`config.mk`:
```
export PLATFORM = sky130hd
export DESIGN_NAME = dram_lp_sequencer
export DESIGN_NICKNAME = d
export VERILOG_FILES = /design/src/rtl/lpseq_pkg.sv /design/src/rtl/lpseq_idle_timer.sv /design/src/rtl/lpseq_fsm.sv /design/src/rtl/dram_lp_sequencer.sv
export SDC_FILE = /design/constraint.sdc
export NUM_CORES = 1
export LEC_CHECK = 0
export ABC_AREA = 1
export CAP_MARGIN = 0
export CORE_AREA = 2 2 80 82
export CTS_CLUSTER_DIAMETER = 200
export DETAILED_ROUTE_END_ITERATION = 16
export DIE_AREA = 0 0 82 84
export PLACE_DENSITY = 0.72
export SKIP_CTS_REPAIR_TIMING = 1
export SLEW_MARGIN = 20
export SYNTH_ARGS = -nofsm -noshare
export SYNTH_HDL_FRONTEND = slang
export SYNTH_SLANG_ARGS = --single-unit
```
`constraint.sdc`:
```
create_clock -name clk -period 1.7 [get_ports clk]
set_input_delay 0.34 -clock clk [delete_from_list [all_inputs] [get_ports clk]]
set_output_delay 0.34 -clock clk [all_outputs]
set_load 0.01 [all_outputs]
```
`src/rtl/lpseq_pkg.sv`:
```
`timescale 1ns/1ps
package lpseq_pkg;
  localparam logic [2:0] ST_NORM = 3'd0;
  localparam logic [2:0] ST_PD   = 3'd1;
  localparam logic [2:0] ST_SR   = 3'd2;
  localparam logic [2:0] ST_SRPD = 3'd3;
  localparam logic [2:0] ST_DPD  = 3'd4;
  localparam logic [2:0] ST_MPS  = 3'd5;

  localparam logic [1:0] MEM_DDR3 = 2'd0;
  localparam logic [1:0] MEM_DDR4 = 2'd1;
  localparam logic [1:0] MEM_LP3  = 2'd2;
  localparam logic [1:0] MEM_LP4  = 2'd3;

  // request vector bit for a state code; normal has none
  function automatic logic [4:0] st_onehot(input logic [2:0] st);
    logic [4:0] r;
    case (st)
      ST_PD:   r = 5'b00001;
      ST_SR:   r = 5'b00010;
      ST_SRPD: r = 5'b00100;
      ST_DPD:  r = 5'b01000;
      ST_MPS:  r = 5'b10000;
      default: r = 5'b00000;
    endcase
    return r;
  endfunction

  // may the DRAM clock be stopped in this state for this memory type
  function automatic logic clk_allowed(input logic [1:0] kind,
                                       input logic [2:0] st,
                                       input logic       idle);
    logic ok;
    case (kind)
      MEM_DDR3: ok = (st == ST_SR);
      MEM_DDR4: ok = (st == ST_SR) || (st == ST_MPS);
      MEM_LP3:  ok = (st == ST_SR) || (st == ST_PD) || (st == ST_DPD) ||
                     ((st == ST_NORM) && idle);
      default:  ok = (st == ST_SRPD) || (st == ST_PD) ||
                     ((st == ST_NORM) && idle);
    endcase
    return ok;
  endfunction
endpackage

```
`src/rtl/lpseq_idle_timer.sv`:
```
`timescale 1ns/1ps
module lpseq_idle_timer #(
  parameter int TMO_W = 8
) (
  input  logic             clk,
  input  logic             rst_n,
  input  logic             idle,
  input  logic [TMO_W-1:0] tmo,
  output logic             expired
);
  localparam int CNT_W = TMO_W + 5;

  // timeout field is in units of 32 clocks
  function automatic logic [CNT_W-1:0] idle_limit(input logic [TMO_W-1:0] t);
    return {t, 5'b00000};
  endfunction

  logic [CNT_W-1:0] cnt_q;

  always_ff @(posedge clk or negedge rst_n) begin
    if (!rst_n)              cnt_q <= '0;
    else if (!idle)          cnt_q <= '0;
    else if (cnt_q != '1)    cnt_q <= cnt_q + 1'b1;
  end

  assign expired = (tmo != '0) && (cnt_q >= idle_limit(tmo));
endmodule

```
`src/rtl/lpseq_fsm.sv`:
```
`timescale 1ns/1ps
module lpseq_fsm
  import lpseq_pkg::*;
(
  input  logic       clk,
  input  logic       rst_n,
  input  logic       cfg_pd_en,
  input  logic       cfg_sr_auto_en,
  input  logic       cfg_sw_sr,
  input  logic       cfg_sr_hold,
  input  logic       cfg_dpd_en,
  input  logic       cfg_mps_en,
  input  logic [1:0] mem_kind,
  input  logic       init_busy,
  input  logic       txn_empty,
  input  logic       txn_new,
  input  logic       exit_done,
  input  logic       pd_expired,
  input  logic       sr_expired,
  output logic [2:0] state,
  output logic [4:0] enter_req,
  output logic [4:0] exit_req,
  output logic       reinit_req,
  output logic       in_norm,
  output logic       exiting,
  output logic       entry_fire
);
  logic [2:0] st_q, st_d;
  logic       ex_q, ex_d;
  logic       lv_q, lv_d;     // wake seen on the way out of self refresh
  logic       src_q, src_d;   // 1: self refresh entered by software
  logic [4:0] ent_q, ent_d;
  logic       rei_q, rei_d;
  logic       pin_sr, sr_wake, sr_leave;

  assign in_norm  = (st_q == ST_NORM) && !ex_q;
  assign pin_sr   = cfg_sr_hold && (mem_kind == MEM_LP4);
  assign sr_wake  = src_q ? !cfg_sw_sr : txn_new;
  assign sr_leave = lv_q || sr_wake;

  always_comb begin
    st_d  = st_q;
    ex_d  = ex_q;
    lv_d  = lv_q;
    src_d = src_q;
    rei_d = 1'b0;
    if (ex_q) begin
      if (exit_done) begin
        st_d  = ST_NORM;
        ex_d  = 1'b0;
        lv_d  = 1'b0;
        rei_d = (st_q == ST_DPD);
      end
    end else begin
      case (st_q)
        ST_NORM: if (!init_busy) begin
          if (cfg_sw_sr) begin
            st_d = ST_SR; src_d = 1'b1;
          end else if (cfg_dpd_en && txn_empty && mem_kind == MEM_LP3) begin
            st_d = ST_DPD;
          end else if (cfg_mps_en && txn_empty && mem_kind == MEM_DDR4) begin
            st_d = ST_MPS;
          end else if (cfg_sr_auto_en && sr_expired) begin
            st_d = ST_SR; src_d = 1'b0;
          end else if (cfg_pd_en && pd_expired) begin
            st_d = ST_PD;
          end
        end
        ST_PD:   if (txn_new || cfg_sw_sr) ex_d = 1'b1;
        ST_SR: begin
          if (pin_sr)                      lv_d = sr_leave;
          else if (sr_leave)               ex_d = 1'b1;
          else if (mem_kind == MEM_LP4)    st_d = ST_SRPD;
        end
        ST_SRPD: if (sr_wake) begin
          st_d = ST_SR; lv_d = 1'b1;
        end
        ST_DPD:  if (!cfg_dpd_en) ex_d = 1'b1;
        ST_MPS:  if (!cfg_mps_en) ex_d = 1'b1;
        default: st_d = ST_NORM;
      endcase
    end
    ent_d = (st_d != st_q) ? st_onehot(st_d) : 5'b00000;
  end

  assign entry_fire = in_norm && (st_d != ST_NORM);

  always_ff @(posedge clk or negedge rst_n) begin
    if (!rst_n) begin
      st_q  <= ST_NORM;
      ex_q  <= 1'b0;
      lv_q  <= 1'b0;
      src_q <= 1'b0;
      ent_q <= '0;
      rei_q <= 1'b0;
    end else begin
      st_q  <= st_d;
      ex_q  <= ex_d;
      lv_q  <= lv_d;
      src_q <= src_d;
      ent_q <= ent_d;
      rei_q <= rei_d;
    end
  end

  assign state      = st_q;
  assign exiting    = ex_q;
  assign enter_req  = ent_q;
  assign exit_req   = ex_q ? st_onehot(st_q) : 5'b00000;
  assign reinit_req = rei_q;
endmodule

```
`src/rtl/dram_lp_sequencer.sv`:
```
`timescale 1ns/1ps
module dram_lp_sequencer
  import lpseq_pkg::*;
#(
  parameter int TMO_W = 8
) (
  input  logic             clk,
  input  logic             rst_n,
  input  logic             cfg_pd_en,
  input  logic             cfg_sr_auto_en,
  input  logic             cfg_sw_sr,
  input  logic             cfg_sr_hold,
  input  logic             cfg_dpd_en,
  input  logic             cfg_mps_en,
  input  logic             cfg_clkstop_en,
  input  logic [TMO_W-1:0] pd_idle_x32,
  input  logic [TMO_W-1:0] sr_idle_x32,
  input  logic [1:0]       mem_kind,
  input  logic             init_busy,
  input  logic             txn_empty,
  input  logic             txn_new,
  input  logic             exit_done,
  output logic [2:0]       lp_state,
  output logic [4:0]       enter_req,
  output logic [4:0]       exit_req,
  output logic             reinit_req,
  output logic             dram_clk_off
);
  localparam int NTMR = 2;   // 0: power-down, 1: self refresh

  logic             norm_idle;
  logic             fsm_exiting;
  logic             entry_fire;
  logic             timer_idle;
  logic [TMO_W-1:0] tmo_v [NTMR];
  logic [NTMR-1:0]  tmr_exp;

  assign timer_idle = norm_idle && txn_empty && !txn_new;
  assign tmo_v[0]   = pd_idle_x32;
  assign tmo_v[1]   = sr_idle_x32;

  for (genvar gi = 0; gi < NTMR; gi++) begin : g_tmr
    lpseq_idle_timer #(.TMO_W(TMO_W)) u_tmr (
      .clk     (clk),
      .rst_n   (rst_n),
      .idle    (timer_idle),
      .tmo     (tmo_v[gi]),
      .expired (tmr_exp[gi])
    );
  end

  lpseq_fsm u_fsm (
    .clk            (clk),
    .rst_n          (rst_n),
    .cfg_pd_en      (cfg_pd_en),
    .cfg_sr_auto_en (cfg_sr_auto_en),
    .cfg_sw_sr      (cfg_sw_sr),
    .cfg_sr_hold    (cfg_sr_hold),
    .cfg_dpd_en     (cfg_dpd_en),
    .cfg_mps_en     (cfg_mps_en),
    .mem_kind       (mem_kind),
    .init_busy      (init_busy),
    .txn_empty      (txn_empty),
    .txn_new        (txn_new),
    .exit_done      (exit_done),
    .pd_expired     (tmr_exp[0]),
    .sr_expired     (tmr_exp[1]),
    .state          (lp_state),
    .enter_req      (enter_req),
    .exit_req       (exit_req),
    .reinit_req     (reinit_req),
    .in_norm        (norm_idle),
    .exiting        (fsm_exiting),
    .entry_fire     (entry_fire)
  );

  assign dram_clk_off = cfg_clkstop_en && !fsm_exiting &&
                        clk_allowed(mem_kind, lp_state, txn_empty);
endmodule

```
==> Implementation_results.wiki <==
{| class="wikitable"
! Metric !! Value
|-
| Final antenna diode count || 0
|-
| Worst clock skew on the final layout || 0.00511 ns
|-
| Maximum root-to-sink buffer count || 2
|-
| Share of post-route cells with drive strength above 1 || 47.1%
|-
| Class of the tightest hold or removal check || in2async
|-
| Xor/xnor share of the synthesized area || 0.322%
|-
| Crit path buffers/inverters || 2
|-
| Count of final hold-check violations || 0
|-
| Type of element launching the critical path || register
|-
| Clk sinks || 38
|-
| Maximum VDD drop || 920 uV
|-
| Cells traversed along the worst timing path || buf_12 > nor2_4 > nand2_2 > nand2_1 > o22ai_2 > a311oi_2 > buf_2
|-
| Most common cell after layout, fill and taps aside || buf_4
|-
| Total clock buffers created by CTS || 5
|-
| Worst-case setup slack after placement || -0.656 ns
|-
| Total Die Area || 0.00689 mm^2
|-
| RSZ-0062 raised after global routing || true
|-
| Critical Path Source || u_fsm.state[2]
|-
| Arrival time of the worst setup path || 1.63 ns
|-
| Critical path type || reg2out
|-
| Placed wire-length estimate after detailed placement || 5510 um
|-
| Area of the mapped netlist || between 0.002 and 0.003 mm^2
|-
| Area share of fa/ha/maj cells after synthesis || a little under a tenth
|-
| Failing checks || setup timing
|-
| Residual overflow from global routing || 0
|-
| Worst Tran Pin Value || between 0.4 and 0.5 ns
|-
| Result of the run || finished with violations
|-
| Sequential area share after synthesis || 35.0%
|-
| CP delay by family, top || flip-flops
|-
| Power density over cell area || 830 mW/mm^2
|-
| Max Fanout on Critical Path || 6
|-
| Highest-count cells in the layout ignoring fill and taps || buf_4, nand2_1, inv_1
|-
| Final Instance Count excl. Fillers || about 580
|-
| CTS HTree Levels || 2
|-
| Final setup fails || 37
|-
| Io pins || 46
|-
| Synthesized netlist net count || 413
|-
| Starting density of the core || 44.6%
|-
| F_max || 507 MHz
|-
| Cell accounting for the most synthesized area || dfrtp_1
|-
| Sort of element at the end of the critical path || primary output
|-
| Syn. warnings || 0
|-
| Number of iterations in the first detailed-routing pass || 4
|-
| Cell with the biggest individual delay on the critical path || dfrtp_2
|-
| Antenna Nets Post-Route || 0
|-
| Final period utilization || 116%
|-
| Total GRT Usage || 21.3%
|-
| Final Max Slew Viols || 0
|-
| Detail-routed net length per standard cell || 14.9 um
|-
| Simple-gate share of the synthesized area || 31.4%
|-
| Area fraction of the dominant cell type after synthesis || 35.0%
|-
| Area after DPL || 0.00377 mm^2
|-
| Post-layout utilization of the core || roughly 75%
|-
| Main combinational cell family by area after synthesis || simple AND/OR/NAND/NOR gates
|-
| Number of port buffers || 45
|-
| Setup TNS Final || -3.88 ns
|-
| Multiplexer share of the synthesized area || 0%
|-
| Hold slack final || 0.0861 ns
|-
| Leakage power total || 2.16 nW
|-
| Core area || between 0.006 and 0.007 mm^2
|-
| Min Clock Period, post-route || just under 2 ns
|-
| Crit path largest cell delay || 0.43 ns
|-
| Final weighted congestion of routability-driven global placement || 0.929
|-
| Avg Inst Size Synth || 7.51 um^2
|-
| Required arrival time at the worst endpoint || 1.36 ns
|-
| Number of rows in the core area || 29
|-
| Number of design-rule violations left by the first detailed-router iteration || 179
|-
| Setup WS post-layout || -0.271 ns
|-
| Root Buffer Master || clkbuf_8
|-
| Area growth, synth to finish || 68.6%
|-
| DRC violation count after routing || 0
|-
| Library cells used by synthesis || 43
|-
| Horizontal extent of the die || between 80 and 90 um
|-
| Detailed-route wire length || 8570 um
|-
| Total via count in the routed design || 3070
|-
| Compound-Gate Fraction of Synth Area || roughly 14%
|-
| Largest cells by area after synthesis || dfrtp_1, ha_1, nand2_1, inv_1, nor2_1
|-
| Post-layout instance area || 0.00458 mm^2
|-
| Placed Cells incl. Taps || approximately 550
|-
| Clock Latency Late Sink || ~0.30 ns
|-
| Initial antenna violation count || 0
|-
| Detail-routed via count per cell || 5.33
|-
| Max Cap Viol || 0
|-
| Clock tree from TritonCTS || yes
|-
| Global-route wire length before repair || 11700 um
|-
| Largest net degree at the start of global routing || 39
|-
| Vert. Die Dim || 84 um
|-
| Worst slew margin || 66.8%
|-
| Number of register bits inferred by synthesis || 38
|-
| Total design power || 3.80 mW
|-
| Clock Pin Slew Worst Setup and Hold Paths || 0.08 ns
|-
| Startpoint of the lowest-slack register-to-register path || g_tmr[1].u_tmr.cnt_q[7]
|-
| Fill cell total of the finished layout || 394
|-
| # nets final || 549
|-
| Via count of the first global-routing pass || 2824
|-
| Gate count after technology mapping || ~360
|}
## power breakdown
part | total [mW] | switching [mW] | internal (mW)
sequential | 1.08 | 0.0814 | 1.00
combinational | 2.05 | 1.06 | 0.985
clock | 0.670 | 0.343 | 0.328
## worst reg2reg max path: stages, from the launching register on
cell and delay (ns):
dfrtp_1 0.43, ha_4 0.28, nand4_1 0.09, nor2_1 0.14, nand3_1 0.10, nand3_2 0.13, nand2_2 0.07, nand2_1 0.06
nand2_1 0.06, nand2_1 0.09, nand3_2 0.12, nand2_2 0.12, nand2_2 0.08, nor2_2 0.11
## cells in the mapped netlist, drive strengths merged
cell type / instances
a211oi: 2
a21o: 2
a21oi: 17
a221oi: 1
a311oi: 1
a31oi: 5
and3: 1
buf: 3
clkbuf: 1
clkinv: 1
dfrtp: 38
ha: 20
inv: 63
nand2: 70
nand3: 24
nand4: 9
nor2: 42
nor3: 15
nor3b: 1
nor4: 6
o211ai: 1
o21a: 4
o21ai: 29
o221ai: 1
o22ai: 1
o31ai: 1
or2: 2
xor2: 1
## worst paths after layout
| path | to | slack [ns] | cells past startpoint |
|---|---|---|---|
| max | dram_clk_off | -0.27 | 7 |
| min reg2reg | u_fsm.src_q | 0.54 | 2 |
| min in group clk | u_fsm.src_q | 0.54 | 2 |
| min | g_tmr[1].u_tmr.cnt_q[0] | 0.09 | 2 |
| max reg2reg | u_fsm.enter_req[3] | -0.22 | 13 |
| max in group asynchronous | u_fsm.state[2] | 1.23 | 2 |
## final cells by class
type,instances,area [um^2],share of cell area (%)
Multi-Input combinational cell,256,1990,43.5
Timing Repair Buffer,133,1200,26.2
Sequential cell,38,955,20.8
Inverter,64,246,5.38
Clock buffer,7,86.3,1.88
Clock inverter,1,5.00,0.109
Tap cell,77,96.3,2.10
## logic make-up after synthesis
group | after synthesis
AOI/OAI and AO/OA | 65
xor gates and xnor gates | 1
adders and majority gates | 20
buffers and inverters | 68
DFF | 38
and+or+nand+nor | 170
## per-layer routing
layer / track usage, % / vias to the layer above / wire [um]
li1: - / 1482 / -
met1: 26.4 / 1466 / 3350
met2: 37.8 / 93 / 4570
met3: 2.60 / 29 / 365
met4: 6.21 / 0 / 279
met5: 0 / - / 0
## sequential cells by signal, summed over array words and instances, names as in the netlist
name and count:
u_fsm.src_q 1, u_fsm.lv_q 1, u_fsm.enter_req 5, u_fsm.exiting 1
g_tmr.u_tmr.cnt_q 26, u_fsm.reinit_req 1, u_fsm.state 3
Power figures use the tool's default switching activity.
